===== config.mk =====
export PLATFORM = sky130hd
export DESIGN_NAME = secded32_codec
export DESIGN_NICKNAME = d
export VERILOG_FILES = /design/src/rtl/secded_pkg.sv /design/src/rtl/secded_parity_gen.sv /design/src/rtl/secded_corrector.sv /design/src/rtl/secded_out_stage.sv /design/src/rtl/secded32_codec.sv
export SDC_FILE = /design/constraint.sdc
export NUM_CORES = 1
export LEC_CHECK = 0
export ABC_AREA = 0
export BUFFER_PORTS_ARGS = -buffer_cell sky130_fd_sc_hd__buf_2
export CAP_MARGIN = 30
export CORE_UTILIZATION = 40
export CTS_CLUSTER_DIAMETER = 50
export DETAILED_ROUTE_END_ITERATION = 6
export GPL_ROUTABILITY_DRIVEN = 0
export GPL_TIMING_DRIVEN = 0
export PLACE_DENSITY = 0.68
export SYNTH_ARGS = -nofsm -noshare
export SYNTH_HDL_FRONTEND = slang
export SYNTH_SLANG_ARGS = --single-unit

===== constraint.sdc =====
create_clock -name clk -period 2.5 [get_ports clk]
set_input_delay 0.125 -clock clk [delete_from_list [all_inputs] [get_ports clk]]
set_output_delay 0.125 -clock clk [all_outputs]
set_load 0.005 [all_outputs]

===== src/rtl/secded_pkg.sv =====
// Shared constants, the fixed parity-check columns and the output bundle
// type of the SECDED codec. Assumes 32 data bits and 7 check bits.
package secded_pkg;

    localparam int DATA_W = 32;
    localparam int CHK_W  = 7;
    localparam int CW_W   = DATA_W + CHK_W;

    // Bundle carried by the output stage.
    typedef struct packed {
        logic [CHK_W-1:0]  enc_chk;
        logic [CHK_W-1:0]  recalc;
        logic [CHK_W-1:0]  syn;
        logic [DATA_W-1:0] data;
        logic              single;
        logic              dbl;
    } codec_out_t;

    // Syndrome column owned by data bit idx (odd weight, all distinct).
    function automatic logic [CHK_W-1:0] data_col(input int idx);
        case (idx)
            0:  data_col = 7'h61;  1:  data_col = 7'h51;
            2:  data_col = 7'h19;  3:  data_col = 7'h45;
            4:  data_col = 7'h43;  5:  data_col = 7'h31;
            6:  data_col = 7'h29;  7:  data_col = 7'h13;
            8:  data_col = 7'h62;  9:  data_col = 7'h52;
            10: data_col = 7'h4A;  11: data_col = 7'h46;
            12: data_col = 7'h32;  13: data_col = 7'h2A;
            14: data_col = 7'h23;  15: data_col = 7'h1A;
            16: data_col = 7'h2C;  17: data_col = 7'h64;
            18: data_col = 7'h26;  19: data_col = 7'h25;
            20: data_col = 7'h34;  21: data_col = 7'h16;
            22: data_col = 7'h15;  23: data_col = 7'h54;
            24: data_col = 7'h0B;  25: data_col = 7'h58;
            26: data_col = 7'h1C;  27: data_col = 7'h4C;
            28: data_col = 7'h38;  29: data_col = 7'h0E;
            30: data_col = 7'h0D;  31: data_col = 7'h49;
            default: data_col = '0;
        endcase
    endfunction

    // Data bits that feed check bit k (row k of the matrix).
    function automatic logic [DATA_W-1:0] row_mask(input int k);
        logic [CHK_W-1:0] c;
        row_mask = '0;
        for (int i = 0; i < DATA_W; i++) begin
            c = data_col(i);
            row_mask[i] = c[k];
        end
    endfunction

endpackage


===== src/rtl/secded_parity_gen.sv =====
// Parity network: computes the CHK_W check bits of a data word from the
// fixed matrix rows. Purely combinational; one instance per use.
module secded_parity_gen
    import secded_pkg::*;
(
    input  logic [DATA_W-1:0] data_i,
    output logic [CHK_W-1:0]  chk_o
);

    for (genvar k = 0; k < CHK_W; k++) begin : g_row
        localparam logic [DATA_W-1:0] ROW = row_mask(k);
        // Check bit k is the parity of the data bits in row k.
        assign chk_o[k] = ^(data_i & ROW);
    end

endmodule


===== src/rtl/secded_corrector.sv =====
// Syndrome decoder: maps a syndrome to a data flip mask and to the single
// and uncorrectable flags. Assumes every column has odd weight, so a
// nonzero even syndrome can never be a single error.
module secded_corrector
    import secded_pkg::*;
(
    input  logic              en_i,
    input  logic [CHK_W-1:0]  syn_i,
    input  logic [DATA_W-1:0] data_i,
    output logic [DATA_W-1:0] data_o,
    output logic              single_o,
    output logic              dbl_o
);

    logic [DATA_W-1:0] flip;
    logic              data_hit;
    logic              chk_hit;
    logic              nonzero;

    for (genvar i = 0; i < DATA_W; i++) begin : g_match
        localparam logic [CHK_W-1:0] COL = data_col(i);
        // Data bit i is the culprit when the syndrome equals its column.
        assign flip[i] = (syn_i == COL);
    end

    assign data_hit = |flip;
    assign nonzero  = |syn_i;
    // A single set bit points at one of the check bits.
    assign chk_hit  = nonzero && ((syn_i & (syn_i - 1'b1)) == '0);

    // Apply the correction and classify, or bypass when disabled.
    always_comb begin
        if (en_i) begin
            data_o   = data_i ^ flip;
            single_o = data_hit | chk_hit;
            dbl_o    = nonzero & ~(data_hit | chk_hit);
        end else begin
            data_o   = data_i;
            single_o = 1'b0;
            dbl_o    = 1'b0;
        end
    end

endmodule


===== src/rtl/secded_out_stage.sv =====
// Output stage: registers the result bundle with a synchronous active-low
// reset, or passes it straight through when REG_OUT is 0.
module secded_out_stage
    import secded_pkg::*;
#(
    parameter bit REG_OUT = 1'b1
) (
    input  logic       clk,
    input  logic       rst_n,
    input  codec_out_t d_i,
    output codec_out_t q_o
);

    if (REG_OUT) begin : g_reg
        // Capture the bundle each edge; clear it while reset is low.
        always_ff @(posedge clk) begin
            if (!rst_n) q_o <= '0;
            else        q_o <= d_i;
        end
    end else begin : g_comb
        assign q_o = d_i;
    end

endmodule


===== src/rtl/secded32_codec.sv =====
// SECDED codec top: 32-bit encoder and decoder sharing one fixed odd-weight
// parity-check matrix, followed by an optional output register stage.
// Assumes stored check bits were produced by the same matrix.
module secded32_codec
    import secded_pkg::*;
#(
    parameter bit REG_OUT = 1'b1
) (
    input  logic              clk,
    input  logic              rst_n,
    input  logic [DATA_W-1:0] enc_data_i,
    output logic [CHK_W-1:0]  enc_chk_o,
    input  logic              dec_en_i,
    input  logic [DATA_W-1:0] dec_data_i,
    input  logic [CHK_W-1:0]  dec_chk_i,
    output logic [CHK_W-1:0]  dec_recalc_o,
    output logic [CHK_W-1:0]  dec_syn_o,
    output logic [DATA_W-1:0] dec_data_o,
    output logic              dec_single_o,
    output logic              dec_dbl_o
);

    logic [CHK_W-1:0]  enc_chk_c;
    logic [CHK_W-1:0]  recalc_c;
    logic [CHK_W-1:0]  syn_c;
    logic [DATA_W-1:0] data_c;
    logic              single_c;
    logic              dbl_c;
    codec_out_t        bundle_d;
    codec_out_t        bundle_q;

    secded_parity_gen i_enc_par (
        .data_i (enc_data_i),
        .chk_o  (enc_chk_c)
    );

    secded_parity_gen i_dec_par (
        .data_i (dec_data_i),
        .chk_o  (recalc_c)
    );

    // Syndrome: stored check bits against those recomputed on read.
    assign syn_c = dec_chk_i ^ recalc_c;

    secded_corrector i_corr (
        .en_i     (dec_en_i),
        .syn_i    (syn_c),
        .data_i   (dec_data_i),
        .data_o   (data_c),
        .single_o (single_c),
        .dbl_o    (dbl_c)
    );

    // Gather all results for the output stage.
    always_comb begin
        bundle_d.enc_chk = enc_chk_c;
        bundle_d.recalc  = recalc_c;
        bundle_d.syn     = syn_c;
        bundle_d.data    = data_c;
        bundle_d.single  = single_c;
        bundle_d.dbl     = dbl_c;
    end

    secded_out_stage #(.REG_OUT(REG_OUT)) i_out (
        .clk   (clk),
        .rst_n (rst_n),
        .d_i   (bundle_d),
        .q_o   (bundle_q)
    );

    assign enc_chk_o    = bundle_q.enc_chk;
    assign dec_recalc_o = bundle_q.recalc;
    assign dec_syn_o    = bundle_q.syn;
    assign dec_data_o   = bundle_q.data;
    assign dec_single_o = bundle_q.single;
    assign dec_dbl_o    = bundle_q.dbl;

    // a word read back with its own encoding shows a zero syndrome.
    a_r1_roundtrip_clean: assert property (@(posedge clk) disable iff (!rst_n)
        (dec_data_i == enc_data_i && dec_chk_i == enc_chk_c) |-> syn_c == '0);

    // zero syndrome means no flag and untouched data.
    a_r3_zero_syndrome_clean: assert property (@(posedge clk) disable iff (!rst_n)
        (syn_c == '0) |-> (!single_c && !dbl_c && data_c == dec_data_i));

    // a data-column hit changes exactly one data bit.
    a_r4_one_bit_fixed: assert property (@(posedge clk) disable iff (!rst_n)
        (single_c && !$onehot(syn_c)) |-> $countones(data_c ^ dec_data_i) == 1);

    // a check-bit error is flagged single and leaves data alone.
    a_r5_check_bit_hit: assert property (@(posedge clk) disable iff (!rst_n)
        (dec_en_i && $onehot(syn_c)) |-> (single_c && !dbl_c && data_c == dec_data_i));

    // nonzero even-weight syndromes are uncorrectable.
    a_r6_even_weight_dbl: assert property (@(posedge clk) disable iff (!rst_n)
        (dec_en_i && syn_c != '0 && ($countones(syn_c) % 2) == 0) |-> (dbl_c && !single_c));

    // the registered flags are never high together.
    a_r6_flags_exclusive: assert property (@(posedge clk) disable iff (!rst_n)
        !(dec_single_o && dec_dbl_o));

    // bypass raises no flag and passes the read word through.
    a_r8_bypass: assert property (@(posedge clk) disable iff (!rst_n)
        !dec_en_i |-> (!single_c && !dbl_c && data_c == dec_data_i));

endmodule


=== After elaboration in Yosys (flattened, before gate mapping) ===
Cells that the tools add are included.

* Memory bits (writable): 0
* Bits in registers: 55
* Memories kept: 0
* Latch bits: 0
* ROM bits: 0
* Output and inout bits: 55

* Add/subtract/negate cells: 1
* Bitwise logic cells: 6
* Magnitude comparators: 0
* Shift operators: 0
* Equality and inequality tests: 32
* Multiply operators: 0
* Reduce and logical (&&, ||, !) cells: 19
* Mux-type cells: 1
* Div/mod/pow operators: 0

{| class="wikitable"
|+ Operator list
! operator !! number
|-
| $reduce_xor 32->1 || 14
|-
| $eq 7x7->1 const B || 13
|-
| $eq 7x6->1 const B || 10
|-
| $eq 7x5->1 const B || 6
|-
| $mux 32 || 1
|-
| $reduce_or 32->1 || 1
|-
| $xor 32x32->32 || 1
|-
| $eq 7x4->1 const B || 3
|-
| $and 7x7->7 || 1
|-
| $logic_not 7->1 || 1
|-
| $reduce_or 7->1 || 1
|-
| $sub 7x1->7 const B || 1
|-
| $xor 7x7->7 || 1
|-
| $reduce_and 2->1 || 1
|-
| $and 1x1->1 || 1
|-
| $logic_and 1x1->1 || 1
|-
| $not 1->1 || 1
|-
| $or 1x1->1 || 1
|}

=== Logic depth before layout (Yosys ltp) ===
* Word-level depth: 9
* Gate-level depth with buffers: 10

=== Cells and area by module ===
A second synthesis with hierarchy kept.

* Cell total of the unflattened synthesis: 394
* Area total of the unflattened synthesis: 4036.4 um^2

{| class="wikitable"
|+ Modules (own cells, without submodules)
! module !! cells an instance !! area an instance (um^2) !! times used !! sequential area each (um^2)
|-
| secded_out_stage || 115 || 1539.0 || 1 || 1101.1
|-
| secded_parity_gen || 51 || 675.6 || 2 || 0.0
|-
| secded_corrector || 170 || 1084.8 || 1 || 0.0
|-
| secded32_codec || 7 || 61.3 || 1 || 0.0
|}

=== Worst setup path after synthesis ===
OpenSTA, ideal clock, no wires.

* Path kind: input to register
* From: in dec_data_i[24]
* To: reg i_out.q_o[1] (netlist name)
* Required time: 2.384 ns
* Stages: 10
* Data arrival time: 2.623 ns
* Buffers on the path: 1
* Slack: -0.239 ns
* Cell sequence: xnor3_1 xnor3_1 xor3_2 xnor3_1 buf_6 o2111a_1 a31oi_1 a21oi_1 or4_4 o211a_1

* Word-level cells in the longest chain between the ends: 7
* Elaborated cells between the ends (all ways): 43
* Classes of those cells: add/sub (1); eq/ne (32); bitwise (3); reduce/logical (7)

{| class="wikitable"
|+ Ends and longest elaborated chain
! item !! line !! text
|-
| start, declared || secded32_codec.sv:14 || <nowiki>input logic [DATA_W-1:0] dec_data_i,</nowiki>
|-
| $reduce_xor 32->1 || secded_parity_gen.sv:13 || <nowiki>assign chk_o[k] = ^(data_i & ROW);</nowiki>
|-
| $xor 7x7->7 * || secded32_codec.sv:43 || <nowiki>assign syn_c = dec_chk_i ^ recalc_c;</nowiki>
|-
| $sub 7x1->7 || secded_corrector.sv:29 || <nowiki>assign chk_hit = nonzero && ((syn_i & (syn_i - 1'b1)) == '0);</nowiki>
|-
| $and 7x7->7 || secded_corrector.sv:29 ||
|-
| $logic_not 7->1 || secded_corrector.sv:29 ||
|-
| $logic_and 1x1->1 || secded_corrector.sv:29 ||
|-
| $or 1x1->1 * || secded_corrector.sv:35 || <nowiki>single_o = data_hit | chk_hit;</nowiki>
|-
| end signal, assigned || secded_out_stage.sv:18 || <nowiki>else q_o <= d_i;</nowiki>
|-
| end, declared || secded_out_stage.sv:11 || <nowiki>output codec_out_t q_o</nowiki>
|}

Mark *: on every way between the ends. The rest lies on a longest branch, timed or not.
A chain may end at the register's enable or synchronous reset.

=== Worst setup path after layout ===
* From: in dec_data_i[22]
* To: reg i_out.q_o[1] (netlist name)

The elaborated chain is that of the path after synthesis.

==> summary.md <==
| Metric | Value |
|---|---|
| Hold crit path type | primary input to flip-flop |
| Vias in the first global route | 3252 |
| CTS Buffer Depth | 2 |
| Leakage | 2.26 nW |
| Post-synth top flop | dfxtp_1 |
| Die Ht | 101 um |
| # DRC | 0 |
| Syn Inst Count | 412 |
| Max reg flops | 55 |
| Failing checks | negative setup slack |
| Largest registers | i_out.q_o (55) |
| Synth Area in Compound Gates | 0.0512 |
| Width of the die | roughly 100 um |
| Nets | 640 |
| Initial DRC Count | 160 |
| IO Count | between 100 and 150 |
| First-pass GRT wire length | 15.7 mm |
| Tot Pwr | 4.91 mW |
| CTS tree | done |
| Setup crit end kind | flip-flop |
| Cts bufs inserted | 5 |
| Mapped Avg Cell Area | 9.48 sq um |
| Setup WS post-layout | -0.119 ns |
| Max Clk Rate | 382 MHz |
| Worst EP arrival | 2.82 ns |
| DP HPWL | 8.01 mm |
| Post-synth ARST share | 0 |
| Yosys cell types | 40 |
| Final Util | 0.544 |
| RSZ-0062 raised after global routing | true |
| Critical path type | primary input to flip-flop |
| Area delta synth->final | 30.4% |
| Port Buffers | 127 |
| Number of fill cells | 885 |
| Pin count of the biggest net entering global routing | 16 |
| Post-synth EDFFs | 0 |
| Met2 GRT Util | 0.375 |
| Sequential area share after synthesis | 0.282 |
| Multiplexer share of the synthesized area | 0.00288 |
| Number of max-cap violations | 0 |
| Most frequent cell after synthesis | xnor2_1 |
| Core region area | approximately 9400 sq um |
| GRT met1 Usage | 0.238 |
| CP Launch Type | primary input |
| Post-Synth Adder-Cell Area | 0 |
| Final hold vios | 0 |
| CP Launch Point | dec_data_i[22] |
| # diodes | 0 |
| Critical path endpoint | i_out.q_o[1]$_SDFF_PN0_ |
| YS warnings | 0 |
| Worst Path Required | 2.70 ns |
| Clk slew on worst S/H paths | 0.10 ns |
| Power density cells | 964 nW/um^2 |
| Root buffer selected by CTS | clkbuf_8 |
| M3 GR Usage | 0.0374 |
| Routed via count | roughly 3300 |
| Top post-synthesis cells by count | 119 x xnor2_1, 59 x nor2_1, 55 x dfxtp_1, 28 x xor2_1, 20 x nand2_1 |
| Initial DRT Pass Iterations | 4 |
| Finish-stage setup viols | 4 |
| Most flops, register | i_out.q_o |
| WL per Instance | about 15 um |
| Die area | around 10000 sq um |
| Final period util | 1.05 |
| Share of post-route cells with drive strength above 1 | 0.335 |
| Worst-Margin Slew | 0.498 ns |
| Fraction of the mapped netlist area in simple logic gates | 0.161 |
| Synthesized area | approximately 4000 sq um |
| Top cells by area, synth | dfxtp_1 28%, xnor2_1 27%, xnor3_1 9.8%, xor2_1 6.3%, nor2_1 5.7% |
| Final min period | 2.62 ns |
| Total track usage | 0.204 |
| Initial Util | 0.417 |
| CP Max Fanout | 6 |
| Row cnt | 35 |
| Final slew viol count | 0 |
| Largest family of logic cells by synthesized area | XOR/XNOR gates |
| Total gr overflow | 0 |
| Slew headroom | 0.668 |
| Worst VDD drop | 0.356 mV |
| DR vias/cell | 4.81 |
| Syn Nets | approximately 490 |
| WL final | 10.4 mm |
| Top Usage Layer GRT | met2 |
| ANT nets after route | 0 |
| Yosys reg bits | 55 |
| CTS sink count | 55 |
| XOR/XNOR share of the synthesized area | 0.484 |
| Synth top area share | 0.282 |
| Initial antenna violation count | 0 |
| H-tree depth | 2 |
| Synth area leader | dfxtp_1 |
| Run status | finished, violations left |
cells in the final DEF, fill, tap and decap left out, drive strengths merged, types with 3 or more instances in the layout:
| cell | instances |
|---|---|
| buf | 152 |
| xnor2 | 122 |
| nor2 | 59 |
| dfxtp | 55 |
| xor2 | 29 |
| nand2 | 20 |
| xnor3 | 18 |
| and2 | 16 |
| clkbuf | 16 |
| nand3 | 11 |
| a21oi | 10 |
| o21ai | 9 |
| or3 | 9 |
| xor3 | 5 |
| nor3 | 4 |
| inv | 3 |
| nand4 | 3 |
| a31oi | 3 |
worst max-delay path, cell delays in order:
cell      delay [ns]
buf_2           0.14
xnor2_2         0.16
xnor2_1         0.33
xnor3_2         0.57
and2_4          0.21
o2111a_1        0.27
a31oi_1         0.15
a21oi_1         0.08
or4_4           0.54
o211a_1         0.24
what timing repair did:
action                     CTS  global route
setup endpoints to repair   21            20
setup buffers               20             1
resized for setup           28             5
hold buffers                 0             0
pin swaps                   17             3
worst min-delay path by stage:
stage,from,endpoint,slack (ns),depth (start not counted)
global route,dec_data_i[13],i_out.q_o[15]$_SDFF_PN0_,0.12,3
global placement,dec_data_i[8],i_out.q_o[10]$_SDFF_PN0_,0.44,3
finish,dec_data_i[13],i_out.q_o[15]$_SDFF_PN0_,0.10,3
detailed placement,dec_data_i[8],i_out.q_o[10]$_SDFF_PN0_,0.44,3
CTS,dec_data_i[13],i_out.q_o[15]$_SDFF_PN0_,0.1,3
floorplan,rst_n,i_out.q_o[25]$_SDFF_PN0_,0.25,1
stage by stage:
| stage | hold WS [ns] | setup WS [ns] | area [sq um] | setup TNS [ns] | cells |
|---|---|---|---|---|---|
| floorplan | 0.247 | -0.215 | 3920 | -0.302 | 412 |
| global placement | 0.442 | -0.608 | 4710 | -11.08 | 668 |
| detailed placement | 0.444 | -0.686 | 4710 | -11.98 | 668 |
| CTS | 0.0958 | -0.0305 | 5070 | -0.0311 | 695 |
| global route | 0.119 | -0.179 | 5090 | -0.887 | 696 |
| finish | 0.103 | -0.119 | 5090 | -0.171 | 696 |
layer usage:
layer / wire length (um) / vias up
li1: - / 1653
met1: 4240 / 1530
met2: 5240 / 147
met3: 712 / 16
met4: 240 / 0
met5: 0 / -
layout make-up:
class                      instances  area (sq um)  share of cell area
buffer                            12          71.3              0.0140
clock buffer                       8           100              0.0196
inverter                           3          11.3             0.00221
multi-input combinational        341          2850               0.559
sequential                        55          1100               0.216
tap                              129           161              0.0317
timing repair buffer             148           800               0.157
logic make-up after synthesis:
family | Yosys count
XOR/XNOR | 174
multiplexers | 1
AND/OR/NAND/NOR | 134
flip-flops | 55
buffers and inverters | 16
AO/OA/AOI/OAI | 32
report_power, final:
| part | switching [mW] | internal, mW | total [mW] |
|---|---|---|---|
| clock | 0.265 | 0.253 | 0.519 |
| combinational | 1.74 | 1.56 | 3.29 |
| sequential | 0.0407 | 1.06 | 1.10 |
| total | 2.04 | 2.87 | 4.91 |
(Power assumes the default switching activity.)
